File: config.mk
export PLATFORM = sky130hd
export DESIGN_NAME = gr_kparam_sel
export DESIGN_NICKNAME = d
export VERILOG_FILES = /design/src/rtl/gr_pkg.sv /design/src/rtl/gr_region.sv /design/src/rtl/gr_cand.sv /design/src/rtl/gr_pick.sv /design/src/rtl/gr_kparam_sel.sv
export SDC_FILE = /design/constraint.sdc
export NUM_CORES = 1
export LEC_CHECK = 0
export BUFFER_PORTS_ARGS = -buffer_cell sky130_fd_sc_hd__clkbuf_2
export CORE_MARGIN = 2
export CORE_UTILIZATION = 48
export DETAILED_ROUTE_END_ITERATION = 8
export PLACE_DENSITY = 0.65
export SYNTH_ARGS = -nofsm -noshare
export SYNTH_HDL_FRONTEND = slang
export SYNTH_SLANG_ARGS = --single-unit
File: constraint.sdc
create_clock -name clk -period 2 [get_ports clk]
set_input_delay 0.3 -clock clk [delete_from_list [all_inputs] [get_ports clk]]
set_output_delay 0.3 -clock clk [all_outputs]
set_load 0.01 [all_outputs]
File: src/rtl/gr_pkg.sv
package gr_pkg;

    localparam int GR_N_SMP  = 4;
    localparam int GR_RES_W  = 6;
    localparam int GR_K_MAX  = 7;
    localparam int GR_N_CAND = 3;

    // Index of the highest set bit, -1 for a zero argument.
    function automatic int top_bit(input logic [31:0] v);
        int p;
        p = -1;
        for (int b = 0; b < 32; b++) begin
            if (v[b]) p = b;
        end
        return p;
    endfunction

endpackage

File: src/rtl/gr_region.sv
module gr_region #(
    parameter int N_SMP  = gr_pkg::GR_N_SMP,
    parameter int RES_W  = gr_pkg::GR_RES_W,
    parameter int K_MAX  = gr_pkg::GR_K_MAX,
    parameter int N_CAND = gr_pkg::GR_N_CAND,
    localparam int SUM_W = RES_W + $clog2(N_SMP),
    localparam int K_W   = $clog2(K_MAX + 1)
) (
    input  logic [N_SMP*RES_W-1:0] res_flat,
    output logic [SUM_W-1:0]       sum,
    output logic [K_W-1:0]         base
);
    localparam int MEAN_SH  = $clog2(N_SMP);
    localparam int BASE_TOP = K_MAX - (N_CAND - 1);

    logic [SUM_W-1:0] mean;
    int               msb;
    int               b_raw;

    // Single shared adder over all samples.
    always_comb begin
        sum = '0;
        for (int i = 0; i < N_SMP; i++) begin
            sum = sum + SUM_W'(res_flat[i*RES_W +: RES_W]);
        end
    end

    // Window start from the magnitude of the mean.
    always_comb begin
        mean  = sum >> MEAN_SH;
        msb   = gr_pkg::top_bit(32'(mean));
        b_raw = (msb >= 1) ? msb - 1 : 0;
        if (b_raw > BASE_TOP) b_raw = BASE_TOP;
        base  = K_W'(b_raw);
    end

endmodule

File: src/rtl/gr_cand.sv
module gr_cand #(
    parameter int N_SMP  = gr_pkg::GR_N_SMP,
    parameter int RES_W  = gr_pkg::GR_RES_W,
    parameter int K_MAX  = gr_pkg::GR_K_MAX,
    localparam int SUM_W = RES_W + $clog2(N_SMP),
    localparam int K_W   = $clog2(K_MAX + 1),
    localparam int LEN_W = $clog2(N_SMP * (2**RES_W - 1) + N_SMP + 1)
) (
    input  logic [N_SMP*RES_W-1:0] res_flat,
    input  logic [SUM_W-1:0]       sum,
    input  logic [K_W-1:0]         k,
    output logic [LEN_W-1:0]       len
);
    logic [RES_W-1:0] mask;
    logic [SUM_W-1:0] rem_sum;
    logic [SUM_W-1:0] quot;

    // Remainders taken off the shared sum make the shift exact.
    always_comb begin
        mask    = RES_W'((32'd1 << k) - 32'd1);
        rem_sum = '0;
        for (int i = 0; i < N_SMP; i++) begin
            rem_sum = rem_sum + SUM_W'(res_flat[i*RES_W +: RES_W] & mask);
        end
        quot = (sum - rem_sum) >> k;
        len  = LEN_W'(N_SMP) * (LEN_W'(k) + LEN_W'(1)) + LEN_W'(quot);
    end

endmodule

File: src/rtl/gr_pick.sv
module gr_pick #(
    parameter int K_MAX  = gr_pkg::GR_K_MAX,
    parameter int N_CAND = gr_pkg::GR_N_CAND,
    parameter int LEN_W  = 9,
    localparam int K_W   = $clog2(K_MAX + 1)
) (
    input  logic [N_CAND*LEN_W-1:0] lens_flat,
    input  logic [K_W-1:0]          base,
    output logic [K_W-1:0]          k,
    output logic [LEN_W-1:0]        len
);
    int best_j;

    // Strict less-than: the lower candidate wins on equal lengths.
    always_comb begin
        len    = lens_flat[LEN_W-1:0];
        best_j = 0;
        for (int j = 1; j < N_CAND; j++) begin
            if (lens_flat[j*LEN_W +: LEN_W] < len) begin
                len    = lens_flat[j*LEN_W +: LEN_W];
                best_j = j;
            end
        end
        k = base + K_W'(best_j);
    end

endmodule

File: src/rtl/gr_kparam_sel.sv
module gr_kparam_sel #(
    parameter int N_SMP  = gr_pkg::GR_N_SMP,
    parameter int RES_W  = gr_pkg::GR_RES_W,
    parameter int K_MAX  = gr_pkg::GR_K_MAX,
    parameter int N_CAND = gr_pkg::GR_N_CAND,
    localparam int SUM_W = RES_W + $clog2(N_SMP),
    localparam int K_W   = $clog2(K_MAX + 1),
    localparam int LEN_W = $clog2(N_SMP * (2**RES_W - 1) + N_SMP + 1)
) (
    input  logic                   clk,
    input  logic                   rst_n,
    input  logic                   in_valid,
    input  logic [N_SMP*RES_W-1:0] res_flat,
    output logic                   out_valid,
    output logic [K_W-1:0]         out_k,
    output logic [LEN_W-1:0]       out_len
);
    typedef struct packed {
        logic             vld;
        logic [K_W-1:0]   k;
        logic [LEN_W-1:0] len;
    } sel_state_t;

    logic [SUM_W-1:0]        sum;
    logic [K_W-1:0]          base;
    logic [N_CAND*LEN_W-1:0] lens_flat;
    logic [K_W-1:0]          pick_k;
    logic [LEN_W-1:0]        pick_len;
    sel_state_t              st_d, st_q;

    gr_region #(
        .N_SMP(N_SMP), .RES_W(RES_W), .K_MAX(K_MAX), .N_CAND(N_CAND)
    ) u_region (
        .res_flat(res_flat),
        .sum     (sum),
        .base    (base)
    );

    for (genvar j = 0; j < N_CAND; j++) begin : g_cand
        logic [K_W-1:0] cand_k;
        assign cand_k = base + K_W'(j);
        gr_cand #(
            .N_SMP(N_SMP), .RES_W(RES_W), .K_MAX(K_MAX)
        ) u_cand (
            .res_flat(res_flat),
            .sum     (sum),
            .k       (cand_k),
            .len     (lens_flat[j*LEN_W +: LEN_W])
        );
    end

    gr_pick #(
        .K_MAX(K_MAX), .N_CAND(N_CAND), .LEN_W(LEN_W)
    ) u_pick (
        .lens_flat(lens_flat),
        .base     (base),
        .k        (pick_k),
        .len      (pick_len)
    );

    always_comb begin
        st_d     = st_q;
        st_d.vld = in_valid;
        if (in_valid) begin
            st_d.k   = pick_k;
            st_d.len = pick_len;
        end
    end

    always_ff @(posedge clk or negedge rst_n) begin
        if (!rst_n) st_q <= '0;
        else        st_q <= st_d;
    end

    assign out_valid = st_q.vld;
    assign out_k     = st_q.k;
    assign out_len   = st_q.len;

endmodule

* Word level (Yosys, flattened, before mapping) *
Index checks and enable logic that the tools add are counted.

operators by class
  $add $sub $neg = 28
  multiply operators = 0
  div/mod/pow operators = 0
  magnitude comparators = 4
  equality and inequality tests = 0
  shift operators = 6
  muxes and demuxes = 12
  bitwise operators = 12
  reductions and logical operators = 0

operators with widths
  cell                                                                 number
  2-to-1 mux 32 bit                                                    7
  adder 8 bit                                                          9
  AND 6 bit                                                            12
  greater-or-equal comparator 32 x 2 -> 1 bit (second input constant)  1
  > comparator 32 x 4 -> 1 bit (second input constant)                 1
  subtractor 32 x 2 -> 32 bit (second input constant)                  1
  adder 9 x 8 -> 9 bit                                                 3
  >> shifter 8 x 3 -> 8 bit                                            3
  subtractor 8 bit                                                     3
  less-than comparator 9 bit                                           2
  2-to-1 mux 9 bit                                                     2
  left shift 1 x 3 -> 6 bit (first input constant)                     3
  subtractor 6 x 1 -> 6 bit (second input constant)                    3
  adder 8 x 6 -> 8 bit                                                 2
  adder 3 x 1 -> 4 bit (second input constant)                         3
  adder 6 x 6 -> 7 bit                                                 1
  adder 3 x 1 -> 3 bit (second input constant)                         1
  adder 3 x 2 -> 3 bit                                                 1
  adder 3 x 2 -> 3 bit (second input constant)                         1
  2-to-1 mux 3 bit                                                     1
  2-to-1 mux 2 bit                                                     1
  2-to-1 mux 1 bit                                                     1

word-level totals
  register bits after elaboration = 13
  latch bits = 0
  memory bits (writable) = 0
  memory bits (read-only) = 0
  bits of input ports = 27
  output and inout port bits = 13
  logic and storage cells = 65
  memories = 0

* Logic depth before layout (Yosys ltp) *
Gate-level depths: netlist of the first run.

  depth after elaboration = 28
  depth in mapped cells = 81
  mapped depth without buffers = 76

* Cells and area by module *
A second synthesis of the first run with hierarchy kept.

unflattened totals
  cells, all modules = 829
  area total of the unflattened synthesis = 7025.5 µm²

by module, submodules not included
  module                      times used  cells an instance  area each (µm²)  seq. area each (µm²)
  gr_cand (g_cand[0].u_cand)  1           211                1646.6           0.0
  gr_cand (g_cand[2].u_cand)  1           197                1601.5           0.0
  gr_cand (g_cand[1].u_cand)  1           190                1594.0           0.0
  gr_region                   1           108                917.1            0.0
  gr_pick                     1           92                 719.4            0.0
  gr_kparam_sel               1           31                 546.8            325.3

* Least setup slack after synthesis of the first run *
No wires, ideal clock.

  path kind = input -> register
  start = input port res_flat[1]
  end = register st_q, in the netlist out_k[1]
  library setup time = 0.079 ns
  data arrival time = 15.447 ns
  data required time = 1.921 ns
  setup slack = -13.527 ns
  stages on the path = 75
  buffers on the path = 5
  cells stage by stage = ha_1 a21o_1 a21oi_1 o21bai_1 a21oi_1 xor2_1 fa_1 inv_1 ha_1 inv_2 or4_1 and3_1 buf_6 inv_2 o21a_2 ha_1 and4_1 ha_1 (+39 left out) a2111oi_4 mux2i_1 ha_1 a21o_1 a21o_1 a21oi_1 o21ai_0 inv_1 nand2_1 a221oi_1 a32oi_1 a22oi_1 nand2_1 and2_1 ha_1 inv_1 fa_1 mux2i_1

between the ends
  word-level cells in the longest chain between the ends = 28
  elaborated cells between the ends (all ways) = 61
  classes of those cells = 28 x add/sub; 4 x order compare; 6 x shift; 11 x mux; 12 x bitwise

ends and longest elaborated chain
  item                                                                                               line                 source
  from (decl)                                                                                        gr_kparam_sel.sv:13  input logic [N_SMP*RES_W-1:0] res_flat,
  adder 6 x 6 -> 7 bit                                                                               gr_region.sv:24      sum = sum + SUM_W'(res_flat[i*RES_W +: RES_W]);
  adder 8 x 6 -> 8 bit (2 in a row)                                                                  gr_region.sv:24
  2-to-1 mux 32 bit (6 in a row)                                                                     gr_pkg.sv:13         if (v[b]) p = b;
  subtractor 32 x 2 -> 32 bit / greater-or-equal comparator 32 x 2 -> 1 bit (equally long branches)  gr_region.sv:32      b_raw = (msb >= 1) ? msb - 1 : 0;
  2-to-1 mux 32 bit                                                                                  gr_region.sv:32
  > comparator 32 x 4 -> 1 bit                                                                       gr_region.sv:33      if (b_raw > BASE_TOP) b_raw = BASE_TOP;
  2-to-1 mux 3 bit                                                                                   gr_region.sv:33
  adder 3 x 1 -> 3 bit                                                                               gr_kparam_sel.sv:41  assign cand_k = base + K_W'(j);
  (+6 left out)                                                                                      --
  subtractor 8 bit                                                                                   gr_cand.sv:25        quot = (sum - rem_sum) >> k;
  >> shifter 8 x 3 -> 8 bit                                                                          gr_cand.sv:25
  adder 9 x 8 -> 9 bit                                                                               gr_cand.sv:26        len = LEN_W'(N_SMP) * (LEN_W'(k) + LEN_W'(1)) + LEN_W'(quot);
  less-than comparator 9 bit                                                                         gr_pick.sv:19        if (lens_flat[j*LEN_W +: LEN_W] < len) begin
  2-to-1 mux 9 bit                                                                                   gr_pick.sv:19
  less-than comparator 9 bit                                                                         gr_pick.sv:19
  2-to-1 mux 2 bit                                                                                   gr_pick.sv:19
  adder 3 x 2 -> 3 bit (*)                                                                           gr_pick.sv:24        k = base + K_W'(best_j);
  to (signal assigned)                                                                               gr_kparam_sel.sv:72  else st_q <= st_d;
  to (decl)                                                                                          gr_kparam_sel.sv:29  sel_state_t st_d, st_q;

Every way passes the cells marked *; elsewhere a longest branch is shown, timed or not.
A chain may end at the register's enable or synchronous reset.

* Final worst setup path of the first run *
  start = input port res_flat[0]
  end = register st_q, in the netlist out_k[1]

The elaborated chain is that of the path after synthesis.

==> impl_metrics.tcl, run 1 <==
set metrics [dict create \
    status "complete, but fails checks" \
    violations "setup timing" \
    final.period_utilization_pct 703 \
    setup_ws_ns -12.07 \
    async_reset_ff_share_pct 100 \
    path_max_fanout 5 \
    dieArea_um2 14200 \
    synth.distinct_cells 80 \
    synth_largest_area_cell "fa_1" \
    slew_headroom_pct 62.1 \
    layout_commonest_cell "buf_4" \
    synth_area_um2 6360 \
    grt_pass1_wl_mm 34.5 \
    synth_top_area_share_pct 21.7 \
    mostFrequentLayoutCells "265 x buf_4, 102 x inv_1, 73 x nand2_1" \
    overflow 0 \
    synth_edf_count 0 \
    wl_mm 22.7 \
    cts_tree "yes" \
    ant_nets 0 \
    slowest_delay_ns 0.58 \
    cts.sinks 13 \
    synth-seq-cells 13 \
    grt_start_max_net_pins 28 \
    io_buffers 39 \
    fmax_mhz 71.1 \
    synthTopCellsByArea "fa_1 22%, ha_1 16%, inv_1 7.1%" \
    die_h_um 119 \
    fin_nets 1267 \
    rsz0062_at_grt "true" \
    io_pins 40 \
    worstSetupPathType "in2reg" \
    period_minus_slack_ns 14.07 \
    hold_path_class "in2async" \
    clock_latency_ns 0.24 \
    syn_nets 959 \
    vias_per_cell 5.49 \
    finalClockSkew_ns 0 \
    gp_congestion 0.960 \
    regArea_um2 325 \
    place_hpwl_mm 17.3 \
    cp.required_ns 2.15 \
    area_delta_synth_final_pct 59.6 \
    cp-start-kind "primary input" \
    h-tree-depth 1 \
    antenna_found_initial 0 \
    rrSetupSlack_ns 1.03 \
    setup_viol 12 \
    crit_buf_inv 12 \
    place_ws_ns -12.60 \
    worst_pin_slew_ns 0.569 \
    avgSynthCellArea_um2 8.15 \
    die_w_um 119 \
    avgRoutedWirePerCell_um 18.0 \
    synth_warnings 0 \
    drive_gt1_share_pct 49.0 \
    cts_made_buffers 3 \
    ys_seq_area_share_pct 5.12 \
    worstPathArrival_ns 14.22 \
    maxSlewViolCount 0 \
    drt_iter0_drc 459 \
    syn_inst 780 \
    hold_viol 0 \
    drc_errors 0 \
    clkTransAtPathRegs_ns 0.04 \
    synthFlopType "dfrtp_1" \
    max-cap-violations 0 \
    crit_family "adder cells" \
    diodes 0 \
    grt_pass1_vias 7124 \
    multi_input_area_um2 6560 \
    holdWs_ns 0.488 \
    cpMostUsedCell "a21o_1" \
    dr.pass1.iters 5 \
    track_usage_pct 30.5 \
    worst_path_max_delay_cell "fa_2" \
    endpoint_kind "register" \
    clockBufferDepth 2 \
    n_fill_cell 888 \
    rows 42 \
    vias 6939 \
    initial_utilization_pct 48.6 \
    core_area_um2 13100 \
    cts_root_buffer "clkbuf_16" \
]
==> synthesized netlist by cell type, types with 3 or more instances <==
cell type    n
a211oi_1     5
a21boi_0     5
a21o_1      27
a21oi_1     44
a221oi_1     3
a41oi_1      3
and2_1      29
and3_1       3
clkbuf_1    13
dfrtp_1     13
fa_1        69
ha_1        83
inv_1      121
mux2_2       3
mux2i_1     17
mux4_2       3
nand2_1     86
nand2b_1     8
nand3_1     16
nand4_1     11
nand4b_1     3
nor2_1      39
nor2b_1     10
nor3_1       6
nor4b_1      3
o211ai_1     7
o21a_1       4
o21ai_0     18
o21ai_1      5
o21bai_1     7
o221ai_1     6
o22ai_1      3
o31ai_1      5
or2_2        4
or3_1        3
or4_1        3
xnor2_1     21
xor2_1      16
==> worst paths after layout <==
path                        startpoint    endpoint  depth (start not counted)
max in group asynchronous        rst_n  out_len[1]                          2
max                        res_flat[0]    out_k[1]                         71
min reg2reg                 out_len[0]  out_len[0]                          1
min in group clk            out_len[0]  out_len[0]                          1
min                              rst_n  out_len[0]                          2
max reg2reg                 out_len[3]  out_len[3]                          3
==> final cells by class <==
| type | count | share of cell area (%) |
|---|---|---|
| multi-input combinational | 621 | 64.7 |
| timing repair buffer | 323 | 24.2 |
| inverter | 126 | 4.92 |
| sequential | 13 | 3.21 |
| tap | 176 | 2.17 |
| clock buffer | 4 | 0.777 |
==> through the flow <==
stage,area (µm²),std cells,util [%],TNS (ns)
finish,10100,1263,77.5,-142.67
global route,10100,1263,77.5,-148.09
CTS,9510,1244,72.7,-135.90
detailed placement,8950,1216,68.4,-145.49
global placement,8950,1216,68.4,-140.31
floorplan,6900,780,-,-136.49
==> registers in the layout, summed over array words and instances, names as in the netlist <==
signal / count
out_valid: 1
out_k: 3
out_len: 9
==> worst register-to-register path: stages (launching register included) <==
cell     delay (ns)
dfrtp_1        0.38
nor2b_1        0.14
a41oi_1        0.24
o21ai_2        0.09
==> per-layer routing <==
layer | routed length [µm] | GRT usage [%] | part of all wire (%)
met3 | 1100 | 3.54 | 4.9
met1 | 9250 | 38.4 | 41
met5 | 0 | 0 | 0
met4 | 797 | 8.56 | 3.5
met2 | 11600 | 54.9 | 51
==> cell families after synthesis <==
logic type / share of synthesized area, %
flip-flops: 5.12
AO/OA/AOI/OAI: 19.4
multiplexers: 4.51
AND/OR/NAND/NOR: 18.2
adder cells (fa/ha/maj): 38.1
buffers and inverters: 9.00
XOR/XNOR: 5.71
==> what timing repair did <==
action	CTS	global route
pin swaps	54	61
hold buffers	1	0
resized for setup	59	103
buffers inserted	24	19
endpoints found under the setup margin	12	12
hold endpoints to repair	13	0
Power of run 1 is left out: the tool's default activity adds up to more than one toggle a clock period on the data nets, which glitch-free logic cannot reach.
==> run 2: changes to the inputs <==
MAX_ROUTING_LAYER = met4   (was unset)
==> run 2 against run 1 <==
The flow still finishes with violations (setup timing). Largest cell class unchanged. Sequential share of layout area is essentially flat. Worst hold slack gained 0.0024 ns. Die area is the same. Global-route usage grew 1.9 points. Clock-buffer cell count is the same. Clock skew is the same. Via count shrank 0.23%. Setup slack gained 0.29 ns.
==> impl_metrics.tcl, run 2 (synthesis results as in run 1) <==
set metrics [dict create \
    wl_met1_mm 9.36 \
    path_max_fanout 5 \
    dieArea_um2 14200 \
    h-tree-depth 1 \
    cp-start-kind "primary input" \
    wl_mm 22.5 \
    cts_made_buffers 3 \
    core_area_um2 13100 \
    track_usage_pct 32.4 \
    wl_met2_mm 11.5 \
    drive_gt1_share_pct 47.5 \
    rrSetupSlack_ns 1.09 \
    grt_pass1_wl_mm 35.7 \
    regArea_um2 325 \
    cpMostUsedCell "fa_2" \
    drt_iter0_drc 562 \
    worst_pin_slew_ns 0.568 \
    gp_congestion 0.962 \
    place_area_um2 8950 \
    layout_commonest_cell "buf_4" \
    final.period_utilization_pct 689 \
    n_fill_cell 933 \
    ff2ff_path_depth 3 \
    status "complete, but fails checks" \
    hold_path_class "in2async" \
    period_minus_slack_ns 13.78 \
    violations "setup timing" \
    die_h_um 119 \
    io_pins 40 \
    wl_met3_um 847 \
    multi_input_area_um2 6540 \
    vias_per_cell 5.49 \
    cts_tree "yes" \
    max-cap-violations 0 \
    crit_path_start "res_flat[6]" \
    worst_path_max_delay_cell "fa_2" \
    dr.pass1.iters 7 \
    rsz0062_at_grt "true" \
    fmax_mhz 72.6 \
    avgRoutedWirePerCell_um 17.8 \
    finalClockSkew_ns 0 \
    setup_ws_ns -11.78 \
    cts_root_buffer "clkbuf_16" \
    ant_nets 0 \
    io_buffers 39 \
    clockBufferDepth 2 \
    mostFrequentLayoutCells "268 x buf_4, 105 x inv_1, 73 x nand2_1" \
    cp.required_ns 2.10 \
    r2r_start "out_len[4]" \
    overflow 0 \
    grt_start_max_net_pins 28 \
    routed.top_layer "met4" \
    diodes 0 \
    fin_nets 1264 \
    grt_pass1_vias 7223 \
    antenna_found_initial 0 \
    worstSetupPathType "in2reg" \
    largest_reg_flops 9 \
    rows 42 \
    setup_viol 12 \
    endpoint_kind "register" \
    area_delta_synth_final_pct 58.6 \
    slowest_delay_ns 0.56 \
    clock_latency_ns 0.24 \
    maxSlewViolCount 0 \
    hold_viol 0 \
    vias 6923 \
    drc_errors 0 \
    place_ws_ns -12.53 \
    final_util_pct 77.0 \
    place_hpwl_mm 18.1 \
    cts.sinks 13 \
    final_area_um2 10100 \
    worstPathArrival_ns 13.88 \
    holdWs_ns 0.490 \
    clkTransAtPathRegs_ns 0.05 \
    slew_headroom_pct 61.8 \
    initial_utilization_pct 48.6 \
    die_w_um 119 \
]
## run 2: layout make-up
class | count | area share [%]
inverters | 126 | 4.94
flip-flops and latches | 13 | 3.23
well taps | 176 | 2.18
multi-input cells | 621 | 64.9
repair buffers | 320 | 24.0
clock buffers | 4 | 0.782
## run 2: critical path: cells and delay by family
family                   cells  cell delay (ns)
AO/OA/AOI/OAI               24             4.35
adder cells (fa/ha/maj)     16             5.36
multiplexers                 3             0.46
AND/OR/NAND/NOR              6             0.65
XOR/XNOR                     6             1.15
buffers and inverters       15             1.57
## run 2: stage by stage
stage | std cells | setup TNS (ns)
global route | 1260 | -142.30
floorplan | 780 | -136.49
CTS | 1247 | -135.07
detailed placement | 1215 | -145.09
global placement | 1215 | -140.54
finish | 1260 | -136.73
## run 2: path summary, 6_finish.rpt
check | endpoint
min in group clk | out_valid
worst min register to register | out_len[0]
worst min-delay path | out_len[1]
worst max register to register | out_len[4]
max in group asynchronous | out_len[2]
worst max-delay path | out_k[1]
## run 2: routing by layer
layer | vias up | global-route usage (%)
li1 | 3266 | -
met1 | 3419 | 39.0
met2 | 188 | 57.1
met3 | 50 | 3.11
met4 | 0 | 10.0
met5 | - | -
## run 2: repair_timing
action	4_1_cts	5_1_grt
buffers inserted	28	16
endpoints found under the hold margin	13	0
endpoints found under the setup margin	12	12
hold buffers	1	0
pin swaps	78	53
resized for setup	77	67
Power of run 2 is left out for the same reason.
